$ cat src/rtl/fmt_pkg.sv
package fmt_pkg;

   typedef enum logic [1:0] {
      EV_PROMPT = 2'd0,
      EV_WORD   = 2'd1,
      EV_END    = 2'd2,
      EV_NOP    = 2'd3
   } ev_kind_t;

   typedef enum logic [1:0] {
      ST_OK  = 2'd0,
      ST_ERR = 2'd1,
      ST_TMO = 2'd2,
      ST_ERX = 2'd3
   } status_t;

   typedef enum logic [3:0] {
      S_IDLE, S_PROMPT, S_BRK, S_ADDR, S_SEP, S_SPC,
      S_DATA, S_PRE, S_MSP, S_MARK, S_TAIL
   } fmt_state_t;

   localparam logic [7:0] CH_CR = 8'h0D;
   localparam logic [7:0] CH_LF = 8'h0A;

   function automatic logic [7:0] nib2asc(input logic [3:0] n);
      return (n < 4'd10) ? (8'h30 + {4'h0, n}) : (8'h37 + {4'h0, n});
   endfunction

endpackage

$ cat src/rtl/fmt_hex_digit.sv
module fmt_hex_digit #(
   parameter int W  = 16,
   parameter int IW = 3
) (
   input  logic [W-1:0]  value,
   input  logic [IW-1:0] idx,
   output logic [7:0]    char_o
);
   localparam int ND = (W + 3) / 4;
   localparam int PW = 4 * ND;

   logic [PW-1:0] padded;
   logic [3:0]    nib;

   assign padded = PW'(value);

   always_comb begin
      nib = 4'h0;
      for (int k = 0; k < ND; k++) begin
         if (idx == IW'(ND - 1 - k)) nib = padded[4*k +: 4];
      end
   end

   assign char_o = fmt_pkg::nib2asc(nib);
endmodule

$ cat src/rtl/fmt_line_track.sv
module fmt_line_track #(
   parameter int WORDS_PER_LINE = 8
) (
   input  logic       clk,
   input  logic       rst_n,
   input  logic       word_acc,
   input  logic       end_acc,
   output logic       col_zero,
   output logic [1:0] wcnt
);
   always_ff @(posedge clk) begin
      if (!rst_n)                        wcnt <= 2'd0;
      else if (end_acc)                  wcnt <= 2'd0;
      else if (word_acc && wcnt != 2'd2) wcnt <= wcnt + 2'd1;
   end

   generate
      if (WORDS_PER_LINE == 1) begin : g_single
         assign col_zero = 1'b1;
      end else begin : g_multi
         localparam int CW = $clog2(WORDS_PER_LINE);
         logic [CW-1:0] col;
         always_ff @(posedge clk) begin
            if (!rst_n)        col <= '0;
            else if (end_acc)  col <= '0;
            else if (word_acc) col <= (col == CW'(WORDS_PER_LINE - 1)) ? '0 : col + 1'b1;
         end
         assign col_zero = (col == '0);
      end
   endgenerate
endmodule

$ cat src/rtl/hexdump_fmt.sv
module hexdump_fmt #(
   parameter int ADDR_W         = 16,
   parameter int DATA_W         = 16,
   parameter int WORDS_PER_LINE = 8
) (
   input  logic              clk,
   input  logic              rst_n,
   input  logic              evt_valid,
   output logic              evt_ready,
   input  logic [1:0]        evt_kind,
   input  logic [1:0]        evt_status,
   input  logic [ADDR_W-1:0] evt_addr,
   input  logic [DATA_W-1:0] evt_data,
   output logic              tx_valid,
   input  logic              tx_ready,
   output logic [7:0]        tx_char
);
   import fmt_pkg::*;

   localparam int AD   = (ADDR_W + 3) / 4;
   localparam int DD   = (DATA_W + 3) / 4;
   localparam int MAXN = (AD > DD) ? ((AD > 3) ? AD : 3) : ((DD > 3) ? DD : 3);
   localparam int IW   = $clog2(MAXN + 1);

   initial begin
      if (ADDR_W < 1 || DATA_W < 1) $error("hexdump_fmt: widths must be positive");
      if (WORDS_PER_LINE < 1)       $error("hexdump_fmt: WORDS_PER_LINE must be at least 1");
   end

   fmt_state_t        state;
   logic [IW-1:0]     idx;
   logic [ADDR_W-1:0] a_q;
   logic [DATA_W-1:0] d_q;
   status_t           st_q;
   logic              col_zero;
   logic [1:0]        wcnt;
   logic [7:0]        addr_ch, data_ch;
   logic              acc, fire, word_acc, end_acc;
   ev_kind_t          kind;
   logic [IW-1:0]     mark_last;

   assign kind      = ev_kind_t'(evt_kind);
   assign evt_ready = (state == S_IDLE);
   assign tx_valid  = (state != S_IDLE);
   assign acc       = evt_valid && evt_ready;
   assign fire      = tx_valid && tx_ready;
   assign word_acc  = acc && (kind == EV_WORD);
   assign end_acc   = acc && (kind == EV_END);
   assign mark_last = (st_q == ST_OK) ? IW'(1) : IW'(0);

   fmt_line_track #(.WORDS_PER_LINE(WORDS_PER_LINE)) u_track (
      .clk(clk), .rst_n(rst_n), .word_acc(word_acc), .end_acc(end_acc),
      .col_zero(col_zero), .wcnt(wcnt)
   );

   fmt_hex_digit #(.W(ADDR_W), .IW(IW)) u_addr_dig (.value(a_q), .idx(idx), .char_o(addr_ch));
   fmt_hex_digit #(.W(DATA_W), .IW(IW)) u_data_dig (.value(d_q), .idx(idx), .char_o(data_ch));

   always_ff @(posedge clk) begin
      if (!rst_n) begin
         state <= S_IDLE;
         idx   <= '0;
         a_q   <= '0;
         d_q   <= '0;
         st_q  <= ST_OK;
      end else if (acc) begin
         idx <= '0;
         unique case (kind)
            EV_PROMPT: state <= S_PROMPT;
            EV_WORD: begin
               a_q <= evt_addr;
               d_q <= evt_data;
               if (!col_zero)          state <= S_SPC;
               else if (wcnt != 2'd0)  state <= S_BRK;
               else                    state <= S_ADDR;
            end
            EV_END: begin
               st_q <= status_t'(evt_status);
               if (wcnt == 2'd0)      state <= S_MARK;
               else if (wcnt == 2'd1) state <= S_MSP;
               else                   state <= S_PRE;
            end
            default: state <= S_IDLE;
         endcase
      end else if (fire) begin
         idx <= idx + 1'b1;
         unique case (state)
            S_PROMPT: if (idx == IW'(2))      begin state <= S_IDLE; idx <= '0; end
            S_BRK:    if (idx == IW'(1))      begin state <= S_ADDR; idx <= '0; end
            S_ADDR:   if (idx == IW'(AD - 1)) begin state <= S_SEP;  idx <= '0; end
            S_SEP:    if (idx == IW'(2))      begin state <= S_DATA; idx <= '0; end
            S_SPC:                            begin state <= S_DATA; idx <= '0; end
            S_DATA:   if (idx == IW'(DD - 1)) begin state <= S_IDLE; idx <= '0; end
            S_PRE:    if (idx == IW'(1))      begin state <= S_MARK; idx <= '0; end
            S_MSP:                            begin state <= S_MARK; idx <= '0; end
            S_MARK:   if (idx == mark_last)   begin state <= S_TAIL; idx <= '0; end
            S_TAIL:   if (idx == IW'(1))      begin state <= S_IDLE; idx <= '0; end
            default:                          begin state <= S_IDLE; idx <= '0; end
         endcase
      end
   end

   always_comb begin
      unique case (state)
         S_PROMPT: tx_char = (idx == '0) ? "-" : ((idx == IW'(1)) ? ">" : " ");
         S_BRK, S_PRE, S_TAIL: tx_char = (idx == '0) ? CH_CR : CH_LF;
         S_ADDR:   tx_char = addr_ch;
         S_SEP:    tx_char = (idx == IW'(1)) ? ":" : " ";
         S_SPC, S_MSP: tx_char = " ";
         S_DATA:   tx_char = data_ch;
         S_MARK: begin
            unique case (st_q)
               ST_OK:   tx_char = (idx == '0) ? "O" : "K";
               ST_TMO:  tx_char = "!";
               default: tx_char = "E";
            endcase
         end
         default:  tx_char = 8'h00;
      endcase
   end
endmodule

$ cat config.mk
export PLATFORM = sky130hd
export DESIGN_NAME = hexdump_fmt
export DESIGN_NICKNAME = d
export VERILOG_FILES = /design/src/rtl/fmt_pkg.sv /design/src/rtl/fmt_hex_digit.sv /design/src/rtl/fmt_line_track.sv /design/src/rtl/hexdump_fmt.sv
export SDC_FILE = /design/constraint.sdc
export NUM_CORES = 1
export LEC_CHECK = 0
export BUFFER_PORTS_ARGS = -buffer_cell sky130_fd_sc_hd__buf_4
export CAP_MARGIN = 20
export CELL_PAD_IN_SITES_DETAIL_PLACEMENT = 1
export CELL_PAD_IN_SITES_GLOBAL_PLACEMENT = 1
export CORE_UTILIZATION = 42
export CTS_CLUSTER_DIAMETER = 100
export DETAILED_ROUTE_END_ITERATION = 7
export PLACE_DENSITY_LB_ADDON = 0.1
export SLEW_MARGIN = 20
export SYNTH_ARGS = -nofsm -noshare
export SYNTH_HDL_FRONTEND = slang
export SYNTH_SLANG_ARGS = --single-unit
$ cat constraint.sdc
create_clock -name clk -period 3.05 [get_ports clk]
set_clock_uncertainty 0.05 [all_clocks]
set_input_delay 0 -clock clk [delete_from_list [all_inputs] [get_ports clk]]
set_output_delay 0 -clock clk [all_outputs]
set_load 0.02 [all_outputs]
* Yosys cells after proc, flatten, opt, wreduce, memory -nomap -nowiden
Cells that the tools add are included.
** Cells by class
- Bitwise logic cells :: 1
- Reduce and logical (&&, ||, !) cells :: 23
- Equality and inequality tests :: 28
- Muxes and demuxes :: 40
- Order comparisons :: 2
- $add $sub $neg :: 7
** Operators by type and width (number)
- $mux 4 :: 20
- $pmux 8 s7 :: 1
- $pmux 4 s10 :: 1
- $add 6x4->7 const A :: 4
- $mux 3 :: 8
- $ne 3x3->1 const B :: 8
- $eq 4x3->1 const B :: 4
- $mux 8 :: 2
- $mux 5 :: 3
- $pmux 7 s2 :: 1
- $eq 4x4->1 const B :: 3
- $pmux 3 s4 :: 1
- $pmux 4 s3 :: 1
- $reduce_or 2->1 :: 5
- $reduce_and 9->1 :: 1
- $eq 4x2->1 const B :: 2
- $lt 4x4->1 const B :: 2
- $add 3x1->3 const B :: 2
- $eq 3x2->1 const B :: 2
- $logic_not 2->1 :: 3
- $logic_not 3->1 :: 2
- $logic_and 1x1->1 :: 5
- $eq 2x1->1 const B :: 2
- $eq 2x2->1 const B :: 2
- other kinds (13) :: 16
** Storage, ports and cells
- Logic and storage cells :: 108
- Register bits :: 46
- Output and inout bits :: 10

* Logic depth before layout (Yosys ltp)
- Depth in word-level cells :: 8
- Depth in mapped cells :: 11

* By module
A second synthesis with hierarchy kept.
** Unflattened totals
- Cell total of the unflattened synthesis :: 385
- Area, all modules :: 2964.1 µm²
** By module, submodules not included
- hexdump_fmt :: instances 1, cells an instance 307, area each 2233.4 µm²
- fmt_hex_digit :: instances 2, cells an instance 25, area each 230.2 µm²
- fmt_line_track :: instances 1, cells an instance 28, area each 270.3 µm²

* Least setup slack after synthesis
No wires, ideal clock.
- Path kind :: reg2out
- From :: reg idx[2]
- To :: out tx_char[4]
- Stages on the path, launching flop included :: 11
- Data arrival time :: 2434 ps
- Path slack :: 566 ps
- Buffers on the path :: 2
- Path through :: dfxtp_1 > buf_2 > inv_1 > ha_1 > clkbuf_1 > nand3_1 > a32o_1 > ha_1 > o21ai_0 > a21oi_1 > or3_1
** On the way
- Word-level cells in the longest chain between the ends :: 8
- Elaborated cells between the ends (all ways) :: 24
** RTL lines
- start: declaration :: line hexdump_fmt.sv:31 : logic [IW-1:0] idx;
- start signal: assignment :: line hexdump_fmt.sv:86 : idx <= idx + 1'b1;
- $eq 3x2->1 :: line fmt_hex_digit.sv:20 : if (idx == IW'(ND - 1 - k)) nib = padded[4*k +: 4];
- $mux 4 (4 in a row) :: line fmt_hex_digit.sv:20
- $add 6x4->7 or $lt 4x4->1 (tied branches) :: line fmt_pkg.sv:26 : return (n < 4'd10) ? (8'h30 + {4'h0, n}) : (8'h37 + {4'h0, n});
- $mux 8 :: line fmt_pkg.sv:26
- $pmux 8 s7 * :: line hexdump_fmt.sv:104 : unique case (state)
- end: declaration :: line hexdump_fmt.sv:16 : output logic [7:0] tx_char
Mark *: on every way between the ends. The rest lies on a longest branch, timed or not.

* Worst setup path in the final report
- From :: reg idx[0]
- To :: out tx_char[3]
Same word-level chain as after synthesis.

==> results.txt <==
Critical Path Start Type: register
Residual DRC: 0
Clock Latency Late Sink: 0.31 ns
Switching part of the total: 42.6%
Synth Instances: 402
Final ANT Viol Nets: 0
Placer Congestion: 0.873
Vias in the first global route: 3,192
Setup violators final: 0
Worst Setup Path Type: reg -> out
Post-layout minimum cycle time: 2.93 ns
Initial antenna violation count: 0
Min Hold Slack: 0.0374 ns
Start point of the worst hold path: evt_valid
Fmax: 0.342 GHz
Synth Flop Type: dfxtp_1
TritonCTS buffer count: 5
Post-synth cell types: 65
Synth area leaders: dfxtp_1, nand2_1, ha_1
Internal power: 1.47 mW
Total Routed Length: 9580 microns
Worst path bufs/invs: 2
CP peak stage delay: 0.45 ns
Clock buffer depth: 2
Count leader, synth: nand2_1
CTS root buffer: clkbuf_8
Clock-pin slew on the worst setup and hold paths: 0.09 ns
1st-iter DRT viols: 171
CP cell instances: inv_1, ha_1, or3b_2, a21oi_1, a21oi_1, nor2b_1, a2111oi_1, o31ai_1, buf_4
Cell row count: 30
Slew at the pin closest to its max-slew limit: 0.642 ns
Syn Nets: 456
Switching Power: 1.09 mW
Status: completed
Worst r2r src: idx[0]
Largest net degree at the start of global routing: 41
Final Power: 2.56 mW
Critical path peak fanout: 6
Most used cell, CP: a21oi_1
Sequential share of power: 29.9%
Synth area leader: dfxtp_1
Post-synth EDFFs: 0
Vias: 3,141
First-pass GRT wire length: 15,900 microns
I/O pin count: 50
Critical Path Start: idx[0]
Diode count: 0
Die ar.: 0.00771 sq mm
Port bufs: 48
Final Max Tran Viols: 0
Vias per Instance: 5.50
Final period util: 95.9%
1st-pass router iterations: 4
Crit path arrival time: 2.88 ns
Leak pwr: 1.53 nW
Post-layout nets: 528
H-tree depth: 2
DR WL/cell: 16.8 microns
Maximum vdd drop: 0.199 mV
FFs w/ async S/R, synth: 0%
Starting Density: 44.5%
FF+latch count, synth: 46
Logic pwr share: 52.0%
Layout area overhead: 29.2%
CP top delay family: compound AO/OA/AOI/OAI gates
Clock Sink Count: 46
Most common library cells after synthesis: nand2_1, dfxtp_1, a21oi_1
Die W: 87.8 microns
Total congestion overflow: 0
Synth warnings: 0
Core Region: 0.00694 sq mm
Count of final hold-check violations: 0
Worst Hold Class: in -> reg
CP Data Required Time: 3.00 ns
Worst rel slew slack: 56.1%
Max-cap violation count: 0
Setup repair bufs after CTS: 0
Critical path's slowest cell: or3b_2
CTS tree: built
DP HPWL: 6510 microns
Share of layout cells above drive strength 1: 19.4%
PwrDens: 642 mW/mm^2
Synth top area share: 29.8%
Die Ht: 87.8 microns
Overall global routing resource usage: 26.7%
Reg2reg setup slack: 0.60 ns
Cell Area, Synth: 0.00309 sq mm
Seq/Total Area, Yosys: 29.8%
Crit path capture type: output port
Clk pwr share: 18.1%
Synth Area per Inst: 7.69 sq um
[cells in the final DEF (no fill, tap or decap), types with 3 or more instances in the layout]
cell           Yosys  layout
o211ai_1           3       3
dfxtp_1           46      44
a31oi_1            5       5
o2111ai_1          4       4
a21boi_0           5       4
ha_1              14      13
a21boi_2          10      11
o21ai_0           22      19
nand3_1           10      10
mux2i_1            7       7
a21oi_1           23      23
nor2_1            18      18
nor2b_1            8       8
or3_1              3       3
nand2_2            3       3
nand2b_1           7       6
nor3b_1            4       4
a21boi_1          19      19
o21ai_1            0       3
xor2_1             3       3
buf_4              2      57
nand2_1           86      86
inv_1             15      15
dlygate4sd3_1      0      35
a32o_1             3       3
clkbuf_8           0       5
nor3_1             5       5
[per-stage QoR]
stage | setup TNS, ns | instance area, sq um | util, % | std cells | worst slack (ns)
after floorplan | 0 | 3090 | - | 402 | 0.566
after global placement | 0 | 3490 | 50.3 | 528 | 0.324
after detailed placement | 0 | 3490 | 50.3 | 528 | 0.160
after CTS | 0 | 3960 | 57.0 | 571 | 0.0587
after global routing | -0.0197 | 3990 | 57.5 | 571 | -0.0197
final | 0 | 3990 | 57.5 | 571 | 0.124
[worst reg2reg max path: cells and delay by family, from the launching register on]
kind                     cells  cell delay, ns
AO/OA/AOI/OAI                4            0.86
adder cells (fa/ha/maj)      2            0.54
flip-flops                   1            0.41
AND/OR/NAND/NOR              2            0.33
buffers and inverters        1            0.20
[routing by layer]
layer	wire (microns)	up-vias	share of wire (%)	GRT usage (%)
met2	4590	56	48	45.0
li1	-	1546	-	-
met3	231	17	2.4	3.30
met5	0	-	0	0
met4	188	0	2.0	8.35
met1	4560	1522	48	35.6
[worst paths after layout]
kind | end | cells past startpoint
worst min-delay path | idx[0] | 4
worst max-delay path | tx_char[3] | 9
worst min register to register | a_q[12] | 2
worst max register to register | state[0] | 9
[registers in the layout, indices dropped and copies added (netlist names)]
signal	flops
d_q	16
st_q	2
idx	3
state	4
a_q	16
u_track.wcnt	2
u_track.g_multi.col	3
[layout make-up]
cell class,count,area (sq um)
Fill cell,869,2950
Clock buffer,6,72.6
Clock inverter,2,37.5
Inverter,17,65.1
Sequential cell,46,923
Timing Repair Buffer,92,778
Multi-Input combinational cell,312,2000
Tap cell,96,120
[kinds of logic after synthesis]
logic type | count (synthesis) | share of synthesized area, %
and+or+nand+nor | 167 | 26.7
AOI/OAI and AO/OA | 119 | 27.4
DFF | 46 | 29.8
buffers and inverters | 44 | 6.92
adders and majority gates | 14 | 5.67
muxes | 7 | 2.27
xor gates and xnor gates | 4 | 1.13
other | 1 | 0.121
[power by group through the flow]
stage               registers [mW]  logic (mW)  clock network [mW]
detailed placement           0.775        1.25                   0
global placement             0.771        1.22                   0
floorplan                    0.705       0.936                   0
CTS                          0.762        1.30               0.473
global route                 0.779        1.46               0.492
finish                       0.767        1.33               0.463
[repair_timing]
action / CTS / global route
resized for setup: 3 / 12
endpoints found under the hold margin: 35 / 0
endpoints found under the setup margin: 7 / 6
hold buffers: 35 / 0
(Power assumes the default switching activity.)
